<file path="config.mk">
export PLATFORM = sky130hd
export DESIGN_NAME = mfmw_escape_interp
export DESIGN_NICKNAME = d
export VERILOG_FILES = /design/src/rtl/mfmw_pkg.sv /design/src/rtl/mfmw_word_unpack.sv /design/src/rtl/mfmw_raw_counter.sv /design/src/rtl/mfmw_esc_decode.sv /design/src/rtl/mfmw_escape_interp.sv
export SDC_FILE = /design/constraint.sdc
export NUM_CORES = 1
export LEC_CHECK = 0
export ABC_AREA = 0
export CAP_MARGIN = 20
export CORE_MARGIN = 8
export CORE_UTILIZATION = 39
export CTS_CLUSTER_SIZE = 12
export DETAILED_ROUTE_END_ITERATION = 6
export SLEW_MARGIN = 20
export SYNTH_ARGS = -nofsm -noshare
export SYNTH_HDL_FRONTEND = slang
export SYNTH_SLANG_ARGS = --single-unit
</file>
<file path="constraint.sdc">
create_clock -name clk -period 5.41 [get_ports clk]
set_clock_uncertainty 0.2 [all_clocks]
set_input_delay 1.082 -clock clk [delete_from_list [all_inputs] [get_ports clk]]
set_output_delay 1.082 -clock clk [all_outputs]
set_load 0.02 [all_outputs]
</file>
<file path="src/rtl/mfmw_pkg.sv">
package mfmw_pkg;

    localparam int BYTE_W = 8;

    localparam logic [7:0] ESC_BYTE   = 8'h99;
    localparam logic [7:0] CMD_SYNC   = 8'hA1;
    localparam logic [7:0] CMD_ISYNC  = 8'hC2;
    localparam logic [7:0] CMD_DAM    = 8'hFB;
    localparam logic [7:0] CMD_IDAM   = 8'hFE;
    localparam logic [7:0] CMD_IAM    = 8'hFC;
    localparam logic [7:0] CMD_RAW    = 8'h0F;
    localparam logic [7:0] CMD_CRC    = 8'h04;
    localparam logic [7:0] CMD_STOP   = 8'h08;

    typedef enum logic [1:0] {
        MK_NONE  = 2'd0,
        MK_SYNC  = 2'd1,
        MK_ISYNC = 2'd2,
        MK_ADDR  = 2'd3
    } mark_e;

    typedef enum logic [2:0] {
        ACT_NOP,
        ACT_DATA,
        ACT_MARK,
        ACT_RAW,
        ACT_CRC,
        ACT_STOP,
        ACT_BAD
    } act_e;

    typedef struct packed {
        act_e  act;
        mark_e mark;
    } decode_t;

    typedef struct packed {
        logic [BYTE_W-1:0] data;
        mark_e             mark;
        logic              crc;
        logic              crc_init;
    } obyte_t;

    typedef enum logic [1:0] {
        ST_IDLE,
        ST_RUN,
        ST_CRC_LO
    } wstate_e;

    // Maps the byte that follows an escape prefix onto an action.
    function automatic decode_t decode_cmd(input logic [BYTE_W-1:0] b);
        decode_t d;
        d.mark = MK_NONE;
        case (b)
            CMD_SYNC:  begin d.act = ACT_MARK; d.mark = MK_SYNC;  end
            CMD_ISYNC: begin d.act = ACT_MARK; d.mark = MK_ISYNC; end
            CMD_DAM,
            CMD_IDAM,
            CMD_IAM:   begin d.act = ACT_MARK; d.mark = MK_ADDR;  end
            CMD_RAW:   d.act = ACT_RAW;
            CMD_CRC:   d.act = ACT_CRC;
            CMD_STOP:  d.act = ACT_STOP;
            default:   d.act = ACT_BAD;
        endcase
        return d;
    endfunction

endpackage

</file>
<file path="src/rtl/mfmw_word_unpack.sv">
module mfmw_word_unpack
    import mfmw_pkg::*;
#(
    parameter int WORD_W = 16
) (
    input  logic              clk,
    input  logic              rst,
    input  logic              in_valid,
    input  logic [WORD_W-1:0] in_word,
    output logic              in_ready,
    input  logic              take,
    output logic              byte_valid,
    output logic [BYTE_W-1:0] byte_val
);

    localparam int NB = WORD_W / BYTE_W;
    localparam int IW = (NB > 1) ? $clog2(NB) : 1;

    logic [WORD_W-1:0] word_q;
    logic [IW-1:0]     idx_q;
    logic              full_q;
    logic              last_lane;
    logic [BYTE_W-1:0] lane [NB];

    // Lane 0 is the most significant byte of the word.
    for (genvar g = 0; g < NB; g++) begin : g_lane
        assign lane[g] = word_q[WORD_W-1-BYTE_W*g -: BYTE_W];
    end

    assign byte_val   = lane[idx_q];
    assign byte_valid = full_q;
    assign in_ready   = !full_q;
    assign last_lane  = (idx_q == IW'(NB-1));

    always_ff @(posedge clk) begin
        if (rst) begin
            word_q <= '0;
            idx_q  <= '0;
            full_q <= 1'b0;
        end else if (in_valid && !full_q) begin
            word_q <= in_word;
            idx_q  <= '0;
            full_q <= 1'b1;
        end else if (take && full_q) begin
            if (last_lane) begin
                full_q <= 1'b0;
            end else begin
                idx_q <= idx_q + IW'(1);
            end
        end
    end

    a_r2_load_presents: assert property (@(posedge clk) disable iff (rst)
        (in_valid && in_ready) |=> byte_valid);

    a_r2_byte_steady: assert property (@(posedge clk) disable iff (rst)
        (byte_valid && !take) |=> (byte_valid && $stable(byte_val)));

endmodule

</file>
<file path="src/rtl/mfmw_raw_counter.sv">
module mfmw_raw_counter #(
    parameter int RAW_LEN = 512
) (
    input  logic clk,
    input  logic rst,
    input  logic clr,
    input  logic load,
    input  logic dec,
    output logic active
);

    localparam int CW = $clog2(RAW_LEN + 1);

    logic [CW-1:0] cnt_q;

    assign active = (cnt_q != '0);

    always_ff @(posedge clk) begin
        if (rst || clr) begin
            cnt_q <= '0;
        end else if (load) begin
            cnt_q <= CW'(RAW_LEN);
        end else if (dec && active) begin
            cnt_q <= cnt_q - CW'(1);
        end
    end

    a_r5_count_bounded: assert property (@(posedge clk) disable iff (rst)
        cnt_q <= CW'(RAW_LEN));

    a_r5_run_opens_on_load: assert property (@(posedge clk) disable iff (rst)
        $rose(active) |-> $past(load));

endmodule

</file>
<file path="src/rtl/mfmw_esc_decode.sv">
module mfmw_esc_decode
    import mfmw_pkg::*;
(
    input  logic [BYTE_W-1:0] byte_val,
    input  logic              esc_pend,
    input  logic              raw_on,
    output decode_t           dec,
    output logic              esc_seen
);

    always_comb begin
        esc_seen = 1'b0;
        dec.act  = ACT_DATA;
        dec.mark = MK_NONE;
        if (raw_on) begin
            dec.act = ACT_DATA;
        end else if (esc_pend) begin
            dec = decode_cmd(byte_val);
        end else if (byte_val == ESC_BYTE) begin
            dec.act  = ACT_NOP;
            esc_seen = 1'b1;
        end
    end

endmodule

</file>
<file path="src/rtl/mfmw_escape_interp.sv">
module mfmw_escape_interp
    import mfmw_pkg::*;
#(
    parameter int WORD_W  = 16,
    parameter int CRC_W   = 16,
    parameter int RAW_LEN = 512
) (
    input  logic              clk,
    input  logic              rst,
    input  logic              wr_start,
    input  logic              in_valid,
    input  logic [WORD_W-1:0] in_word,
    output logic              in_ready,
    input  logic [CRC_W-1:0]  crc_in,
    output logic              out_valid,
    input  logic              out_ready,
    output logic [7:0]        out_byte,
    output logic [1:0]        out_mark,
    output logic              out_crc,
    output logic              out_crc_init,
    output logic              wr_gate,
    output logic              cmd_err
);

    localparam int CRC_LO_W = CRC_W - BYTE_W;

    wstate_e               state_q, state_d;
    logic                  esc_q, esc_d;
    logic                  err_q, err_d;
    logic                  prev_a1_q, prev_a1_d;
    logic [CRC_LO_W-1:0]   crc_lo_q, crc_lo_d;
    obyte_t                out_q, emit_b;
    logic                  out_valid_q;
    logic                  emit, out_free, take;
    logic                  raw_load, raw_dec, raw_clr, raw_on;
    logic                  byte_valid;
    logic [BYTE_W-1:0]     byte_val;
    decode_t               dec;
    logic                  esc_seen;

    mfmw_word_unpack #(.WORD_W(WORD_W)) u_unpack (
        .clk        (clk),
        .rst        (rst),
        .in_valid   (in_valid),
        .in_word    (in_word),
        .in_ready   (in_ready),
        .take       (take),
        .byte_valid (byte_valid),
        .byte_val   (byte_val)
    );

    mfmw_raw_counter #(.RAW_LEN(RAW_LEN)) u_raw (
        .clk    (clk),
        .rst    (rst),
        .clr    (raw_clr),
        .load   (raw_load),
        .dec    (raw_dec),
        .active (raw_on)
    );

    mfmw_esc_decode u_dec (
        .byte_val (byte_val),
        .esc_pend (esc_q),
        .raw_on   (raw_on),
        .dec      (dec),
        .esc_seen (esc_seen)
    );

    assign out_free = !out_valid_q || out_ready;

    always_comb begin
        state_d   = state_q;
        esc_d     = esc_q;
        err_d     = err_q;
        prev_a1_d = prev_a1_q;
        crc_lo_d  = crc_lo_q;
        take      = 1'b0;
        emit      = 1'b0;
        emit_b    = '0;
        raw_load  = 1'b0;
        raw_dec   = 1'b0;
        raw_clr   = 1'b0;
        case (state_q)
            ST_IDLE: begin
                // Outside a session bytes are drained and dropped.
                take = byte_valid;
                if (wr_start) begin
                    state_d   = ST_RUN;
                    esc_d     = 1'b0;
                    err_d     = 1'b0;
                    prev_a1_d = 1'b0;
                    raw_clr   = 1'b1;
                end
            end
            ST_RUN: begin
                if (byte_valid && out_free) begin
                    take    = 1'b1;
                    esc_d   = esc_seen;
                    raw_dec = raw_on;
                    case (dec.act)
                        ACT_DATA: begin
                            emit        = 1'b1;
                            emit_b.data = byte_val;
                        end
                        ACT_MARK: begin
                            emit            = 1'b1;
                            emit_b.data     = byte_val;
                            emit_b.mark     = dec.mark;
                            emit_b.crc_init = (dec.mark == MK_SYNC) && !prev_a1_q;
                        end
                        ACT_RAW: raw_load = 1'b1;
                        ACT_CRC: begin
                            emit        = 1'b1;
                            emit_b.data = crc_in[CRC_W-1 -: BYTE_W];
                            emit_b.crc  = 1'b1;
                            crc_lo_d    = crc_in[CRC_LO_W-1:0];
                            state_d     = ST_CRC_LO;
                        end
                        ACT_STOP: state_d = ST_IDLE;
                        ACT_BAD:  err_d   = 1'b1;
                        default: ;
                    endcase
                end
            end
            ST_CRC_LO: begin
                if (out_free) begin
                    emit        = 1'b1;
                    emit_b.data = BYTE_W'(crc_lo_q);
                    emit_b.crc  = 1'b1;
                    state_d     = ST_RUN;
                end
            end
            default: state_d = ST_IDLE;
        endcase
        if (emit) begin
            prev_a1_d = (emit_b.mark == MK_SYNC);
        end
    end

    always_ff @(posedge clk) begin
        if (rst) begin
            state_q     <= ST_IDLE;
            esc_q       <= 1'b0;
            err_q       <= 1'b0;
            prev_a1_q   <= 1'b0;
            crc_lo_q    <= '0;
            out_q       <= '0;
            out_valid_q <= 1'b0;
        end else begin
            state_q   <= state_d;
            esc_q     <= esc_d;
            err_q     <= err_d;
            prev_a1_q <= prev_a1_d;
            crc_lo_q  <= crc_lo_d;
            if (out_free) begin
                out_valid_q <= emit;
                if (emit) begin
                    out_q <= emit_b;
                end
            end
        end
    end

    assign out_valid    = out_valid_q;
    assign out_byte     = out_q.data;
    assign out_mark     = out_q.mark;
    assign out_crc      = out_q.crc;
    assign out_crc_init = out_q.crc_init;
    assign wr_gate      = (state_q != ST_IDLE);
    assign cmd_err      = err_q;

    a_r12_valid_gated: assert property (@(posedge clk) disable iff (rst)
        out_valid |-> wr_gate);

    a_r11_hold_stalled: assert property (@(posedge clk) disable iff (rst)
        (out_valid && !out_ready) |=>
            (out_valid && $stable(out_byte) && $stable(out_mark) && $stable(out_crc)));

    a_r6_crc_pair_pending: assert property (@(posedge clk) disable iff (rst)
        (state_q == ST_CRC_LO) |-> (out_valid && out_crc));

    a_r7_gate_falls_empty: assert property (@(posedge clk) disable iff (rst)
        $fell(wr_gate) |-> !out_valid);

    a_r9_err_sticky: assert property (@(posedge clk) disable iff (rst)
        (cmd_err && !wr_start) |=> cmd_err);

    a_r10_start_opens: assert property (@(posedge clk) disable iff (rst)
        (wr_start && !wr_gate) |=> (wr_gate && !cmd_err));

    a_r3_mark_not_crc: assert property (@(posedge clk) disable iff (rst)
        (out_valid && out_mark != 2'd0) |-> !out_crc);

endmodule

</file>
Yosys cells after proc, flatten, opt, wreduce, memory -nomap -nowiden
Index checks and enable logic that the tools add are counted.
{"block": "op_classes", "add_sub_neg": 2, "multipliers": 0, "n_div": 0, "order_cmp": 1, "eq_ne": 24, "shifts": 0, "mux": 54, "bitwise_logic": 1, "n_reduce_logical": 32}
{"operator": "equality test 8 bit (second input constant)", "n": 6}
{"operator": "case mux 8 bit (2 select lines)", "n": 2}
{"operator": "two-way mux 1 bit", "n": 28}
{"operator": "two-way mux 8 bit", "n": 3}
{"operator": "two-way mux 10 bit", "n": 2}
{"operator": "equality test 8 x 4 -> 1 bit (second input constant)", "n": 2}
{"operator": "two-way mux 2 bit", "n": 7}
{"operator": "nonzero test 2 bit", "n": 7}
{"operator": "two-way mux 12 bit", "n": 1}
{"operator": "case mux 2 bit (3 select lines)", "n": 2}
{"operator": "case mux 3 bit (4 select lines)", "n": 1}
{"operator": "case mux 1 bit (2 select lines)", "n": 5}
{"operator": "nonzero test 10 bit", "n": 1}
{"operator": "subtractor 10 x 1 -> 10 bit (second input constant)", "n": 1}
{"operator": "equality test 3 bit (second input constant)", "n": 3}
{"operator": "equality test 8 x 3 -> 1 bit (second input constant)", "n": 1}
{"operator": "AND reduction 4 bit", "n": 2}
{"operator": "equality test 2 x 1 -> 1 bit (second input constant)", "n": 3}
{"operator": "equality test 3 x 2 -> 1 bit (second input constant)", "n": 2}
{"operator": "two-way mux 3 bit", "n": 2}
{"operator": "!= test 2 bit (second input constant)", "n": 3}
{"operator": "AND reduction 2 bit", "n": 3}
{"operator": "AND reduction 3 bit", "n": 2}
{"operator": "OR reduction 2 bit", "n": 3}
{"operator": "14 further kinds", "n": 22}
{"block": "word_totals", "regBits": 54, "latchBits": 0, "ramBits": 0, "rom_bits": 0, "in_bits": 37, "out_inout_bits": 16, "elab_cells": 129, "n_memories": 0}

Logic depth before layout (Yosys ltp)
{"block": "depth", "word_depth": 16, "ltp_mapped": 10, "ltp_nobuf": 9}

By module
A second synthesis with hierarchy kept.
{"block": "unflattened", "hier_cells": 365, "area_unflattened_um2": 3184.3}
{"mod": "mfmw_escape_interp", "n_inst": 1, "cells_per_inst": 188, "area_each_um2": 1481.4, "seq_area_each_um2": 520.5}
{"mod": "mfmw_word_unpack", "n_inst": 1, "cells_per_inst": 89, "area_each_um2": 952.2, "seq_area_each_um2": 360.3}
{"mod": "mfmw_raw_counter", "n_inst": 1, "cells_per_inst": 61, "area_each_um2": 559.3, "seq_area_each_um2": 200.2}
{"mod": "mfmw_esc_decode", "n_inst": 1, "cells_per_inst": 27, "area_each_um2": 191.4, "seq_area_each_um2": 0.0}

Worst setup path before layout
Ideal clock, no wire load.
{"block": "synth_timing", "kind": "input-to-reg", "start": "input out_ready", "end": "register out_q, in the netlist out_byte[6]", "setup_time_ns": 0.088, "t_arrival_ns": 2.604, "path_slack_ns": 2.518, "cell_stages": 8, "path_buffers": 1, "path_cell_list": "nand2b_1 -> and3_1 -> clkbuf_1 -> and3_1 -> o21ai_0 -> a21boi_1 -> or2_2 -> a311oi_2"}
{"block": "synth_between", "elab_chain_cells": 5}
{"element": "start, declared", "line": "mfmw_escape_interp.sv:16", "source": "input logic out_ready,"}
{"element": "logical OR 1 bit (*)", "line": "mfmw_escape_interp.sv:69", "source": "assign out_free = !out_valid_q || out_ready;"}
{"element": "logical AND 1 bit", "line": "mfmw_escape_interp.sv:96", "source": "if (byte_valid && out_free) begin"}
{"element": "two-way mux 1 bit", "line": "mfmw_escape_interp.sv:96"}
{"element": "case mux 1 bit (2 select lines)", "line": "mfmw_escape_interp.sv:83", "source": "case (state_q)"}
{"element": "AND reduction 2 bit (no line)"}
{"element": "end signal, assigned", "line": "mfmw_escape_interp.sv:158", "source": "out_q <= emit_b;"}
{"element": "end, declared", "line": "mfmw_escape_interp.sv:32", "source": "obyte_t out_q, emit_b;"}
Mark *: on every way between the ends. The rest lies on a longest branch, timed or not.
A chain may end at the register's enable or synchronous reset.

Worst setup path after layout
{"block": "layout_timing", "start": "register u_unpack.idx_q", "end": "register out_q, in the netlist out_byte[1]"}
{"block": "layout_between", "elab_chain_cells": 15}
{"element": "start, declared", "line": "mfmw_word_unpack.sv:20", "source": "logic [IW-1:0] idx_q;"}
{"element": "start signal, assigned", "line": "mfmw_word_unpack.sv:48", "source": "idx_q <= idx_q + IW'(1);"}
{"element": "NOT 1 -> 2 bit (not written as such) (*)", "line": "mfmw_word_unpack.sv:30", "source": "assign byte_val = lane[idx_q];"}
{"element": "two-way mux 8 bit (not written as such) (*) (3 in series)", "line": "mfmw_word_unpack.sv:30"}
{"element": "equality test 8 bit", "line": "mfmw_pkg.sv:54", "source": "case (b)"}
{"element": "OR reduction 5 bit (no line)"}
{"element": "case mux 3 bit (4 select lines)", "line": "mfmw_pkg.sv:54"}
{"element": "two-way mux 3 bit", "line": "mfmw_esc_decode.sv:17", "source": "end else if (esc_pend) begin"}
{"element": "two-way mux 3 bit", "line": "mfmw_esc_decode.sv:15", "source": "if (raw_on) begin"}
{"element": "equality test 3 bit (tied with other cells)", "line": "mfmw_escape_interp.sv:100", "source": "case (dec.act)"}
{"element": "OR reduction 3 bit (no line)"}
{"element": "two-way mux 1 bit", "line": "mfmw_escape_interp.sv:100"}
{"element": "two-way mux 1 bit", "line": "mfmw_escape_interp.sv:96"}
{"element": "case mux 1 bit (2 select lines)", "line": "mfmw_escape_interp.sv:83"}
{"element": "AND reduction 2 bit (no line)"}
Mark *: on every way between the ends. The rest lies on a longest branch, timed or not. The select of a mux whose other input is x is not followed.

==> flow_summary.json <==
{
  "whs_ns": 0.270,
  "clkTransAtPathRegs_ns": 0.09,
  "syn_avg_cell_area_sq_um": 8.29,
  "ctsRootBufferMaster": "clkbuf_8",
  "drive_gt1_share_pct": 6.41,
  "final_common_cell": "dfxtp_1",
  "cp_max_fo": 29,
  "dieArea_sq_mm": 0.0104,
  "synth_area_sq_mm": 0.00288,
  "grt_first_pass_wirelength_microns": 12300,
  "postCtsSetupBuffers": 0,
  "wire_per_inst_microns": 15.0,
  "drcViolationCount": 0,
  "synth_ff_type": "dfxtp_1",
  "rsz0062_at_grt": "false",
  "num_rows": 31,
  "maxCapViolations": 0,
  "clock-sinks": 54,
  "endpoint_kind": "register",
  "vias": 2616,
  "cp_num_buf_inv": 0,
  "holdCritPathClass": "register to register",
  "area_growth_pct": 23.5,
  "initial_core_util_pct": 39.9,
  "cp_slowest_stage_delay_ns": 0.94,
  "final_cell_mix": "dfxtp_1 (54), clkdlybuf4s50_1 (52), nand2_1 (49)",
  "worstPathArrival_ns": 3.73,
  "tritoncts": "yes",
  "ys_warn_count": 0,
  "fin_crit_sh_pct": 68.4,
  "synth_fp_nets": 389,
  "dieHeight_microns": 102,
  "clock_latency_ns": 0.30,
  "critical_path.startpoint_type": "register",
  "antenna_found_initial": 0,
  "final_nets": 431,
  "core_area_sq_mm": 0.00721,
  "met1_length_microns": 3300,
  "first_pass_iters": 7,
  "drt_iter0_drc": 128,
  "io_pins": 53,
  "tns_ns": 0,
  "synth_cell_type_count": 62,
  "overflow": 0,
  "final_antenna_net_count": 0,
  "yosysSeqAreaShare_pct": 37.6,
  "synth-async-reset-ratio_pct": 0,
  "cp_top_family": "simple AND/OR/NAND/NOR gates",
  "routed_via_density": 5.35,
  "crit_chain": "or4b_2 > nor4_1 > o221a_2 > nand3_1 > o221a_2 > a211oi_1",
  "max_freq_ghz": 0.270,
  "final_hold_viol_count": 0,
  "finalWeightedCongestion": 0.872,
  "grt_max_degree": 30,
  "grtUsageTotal_pct": 14.6,
  "hpwl_microns": 5630,
  "synth_edf_count": 0,
  "diodes": 0,
  "drt_wl_total_microns": 7340,
  "cts_buffers": 5,
  "peakVddDrop_mv": 0.132,
  "met2_length_microns": 3460,
  "finalSetupViolCount": 0,
  "cp.required_ns": 5.44,
  "ys_ff_latch": 54,
  "critical-path-slowest-cell": "dfxtp_1",
  "cts_resized": 0,
  "tightest_slew_ns": 0.927,
  "leakage_nw": 1.27,
  "relSlewSlack_pct": 38.1,
  "status": "finished, final reports clean",
  "min_period_ns": 3.70,
  "cts_max_level": 2,
  "crit_top_cell": "o221a_2",
  "wl_met3_microns": 496,
  "dr.max_layer_used": "met4",
  "fill_cells": 727,
  "worstSetupPathType": "register to register",
  "grt_pass1_vias": 2530,
  "portBuffers": 52,
  "clockBufferDepth": 2,
  "ctsHoldBuffers": 0,
  "die_w_microns": 102,
  "drv_slew": 0,
  "synthCells": 347,
  "powerDensity_mw_per_mm2": 290
}
## flip-flops by register name, indices dropped and copies added (netlist names)
register	cells
cmd_err	1
crc_lo_q	8
esc_q	1
out_byte	8
out_crc	1
out_crc_init	1
out_mark	2
out_valid	1
prev_a1_q	1
state_q	2
u_raw.cnt_q	10
u_unpack.byte_valid	1
u_unpack.idx_q	1
u_unpack.lane	16
## worst reg2reg max path, stage by stage, from the launching register on
cell	delay [ns]
dfxtp_1	0.94
or4b_2	0.69
nor4_1	0.28
o221a_2	0.31
nand3_1	0.50
o221a_2	0.50
a211oi_1	0.21
## metal layers
layer | track usage [%] | vias to the layer above
li1 | - | 1314
met1 | 18.5 | 1231
met2 | 24.3 | 62
met3 | 3.34 | 9
met4 | 3.72 | 0
met5 | 0 | -
## area by class of cell
cell class | instances | area (sq um) | area share, %
clock buffer | 7 | 76.3 | 2.15
clock inverter | 1 | 30.0 | 0.845
inverter | 13 | 48.8 | 1.37
multi-input combinational | 262 | 1660 | 46.8
sequential | 54 | 1080 | 30.4
tap | 99 | 124 | 3.49
timing repair buffer | 53 | 528 | 14.9
## final timing paths
| path | startpoint | endpoint | slack [ns] | cells after the start |
|---|---|---|---|---|
| min | u_raw.cnt_q[3] | u_raw.cnt_q[3] | 0.27 | 2 |
| max | u_unpack.idx_q | out_byte[1] | 1.71 | 6 |
| max reg2reg | u_unpack.idx_q | out_byte[1] | 1.71 | 6 |
| min reg2reg | u_raw.cnt_q[3] | u_raw.cnt_q[3] | 0.27 | 2 |
## synthesized netlist by cell type (all sizes together) (7+ instances only)
master	instances	area (sq um)
clkbuf	13	48.8
mux2i	16	160
inv	13	48.8
nor3	10	50.1
dfxtp	54	1080
a21oi	25	125
xnor2	7	61.3
nand2	49	184
nor2	40	150
o21ai	8	40.0
nand2b	10	62.6
nand3	9	45.0
## cell families (layout without fill, tap and decap cells)
group           count (synthesis)  count (layout)  synth area share (%)
fa+ha+maj                       5               5                  2.17
simple gates                  158             158                  28.0
mux                            17              17                  5.96
flops                          54              54                  37.6
xor+xnor                       10              10                  3.05
buf+inv                        31              74                  4.65
compound gates                 72              72                  18.6
## power breakdown
part	total, mW	leakage, nW	switching, mW	internal (mW)
sequential	0.466	0.439	0.0402	0.426
combinational	0.299	0.777	0.164	0.136
clock	0.266	0.0524	0.127	0.139
total	1.03	1.27	0.331	0.700
## per-stage QoR
| step | cells | util, % | worst slack (ns) | instance area (sq um) | total power, mW |
|---|---|---|---|---|---|
| after floorplan | 347 | - | 2.52 | 2880 | 0.668 |
| after global placement | 481 | 47.7 | 1.69 | 3440 | 0.772 |
| after detailed placement | 481 | 47.7 | 1.64 | 3440 | 0.775 |
| after CTS | 489 | 49.2 | 1.67 | 3550 | 1.04 |
| after global routing | 489 | 49.2 | 1.41 | 3550 | 1.09 |
| final | 489 | 49.2 | 1.71 | 3550 | 1.03 |
Note: power is estimated with default switching activity, not from simulation.
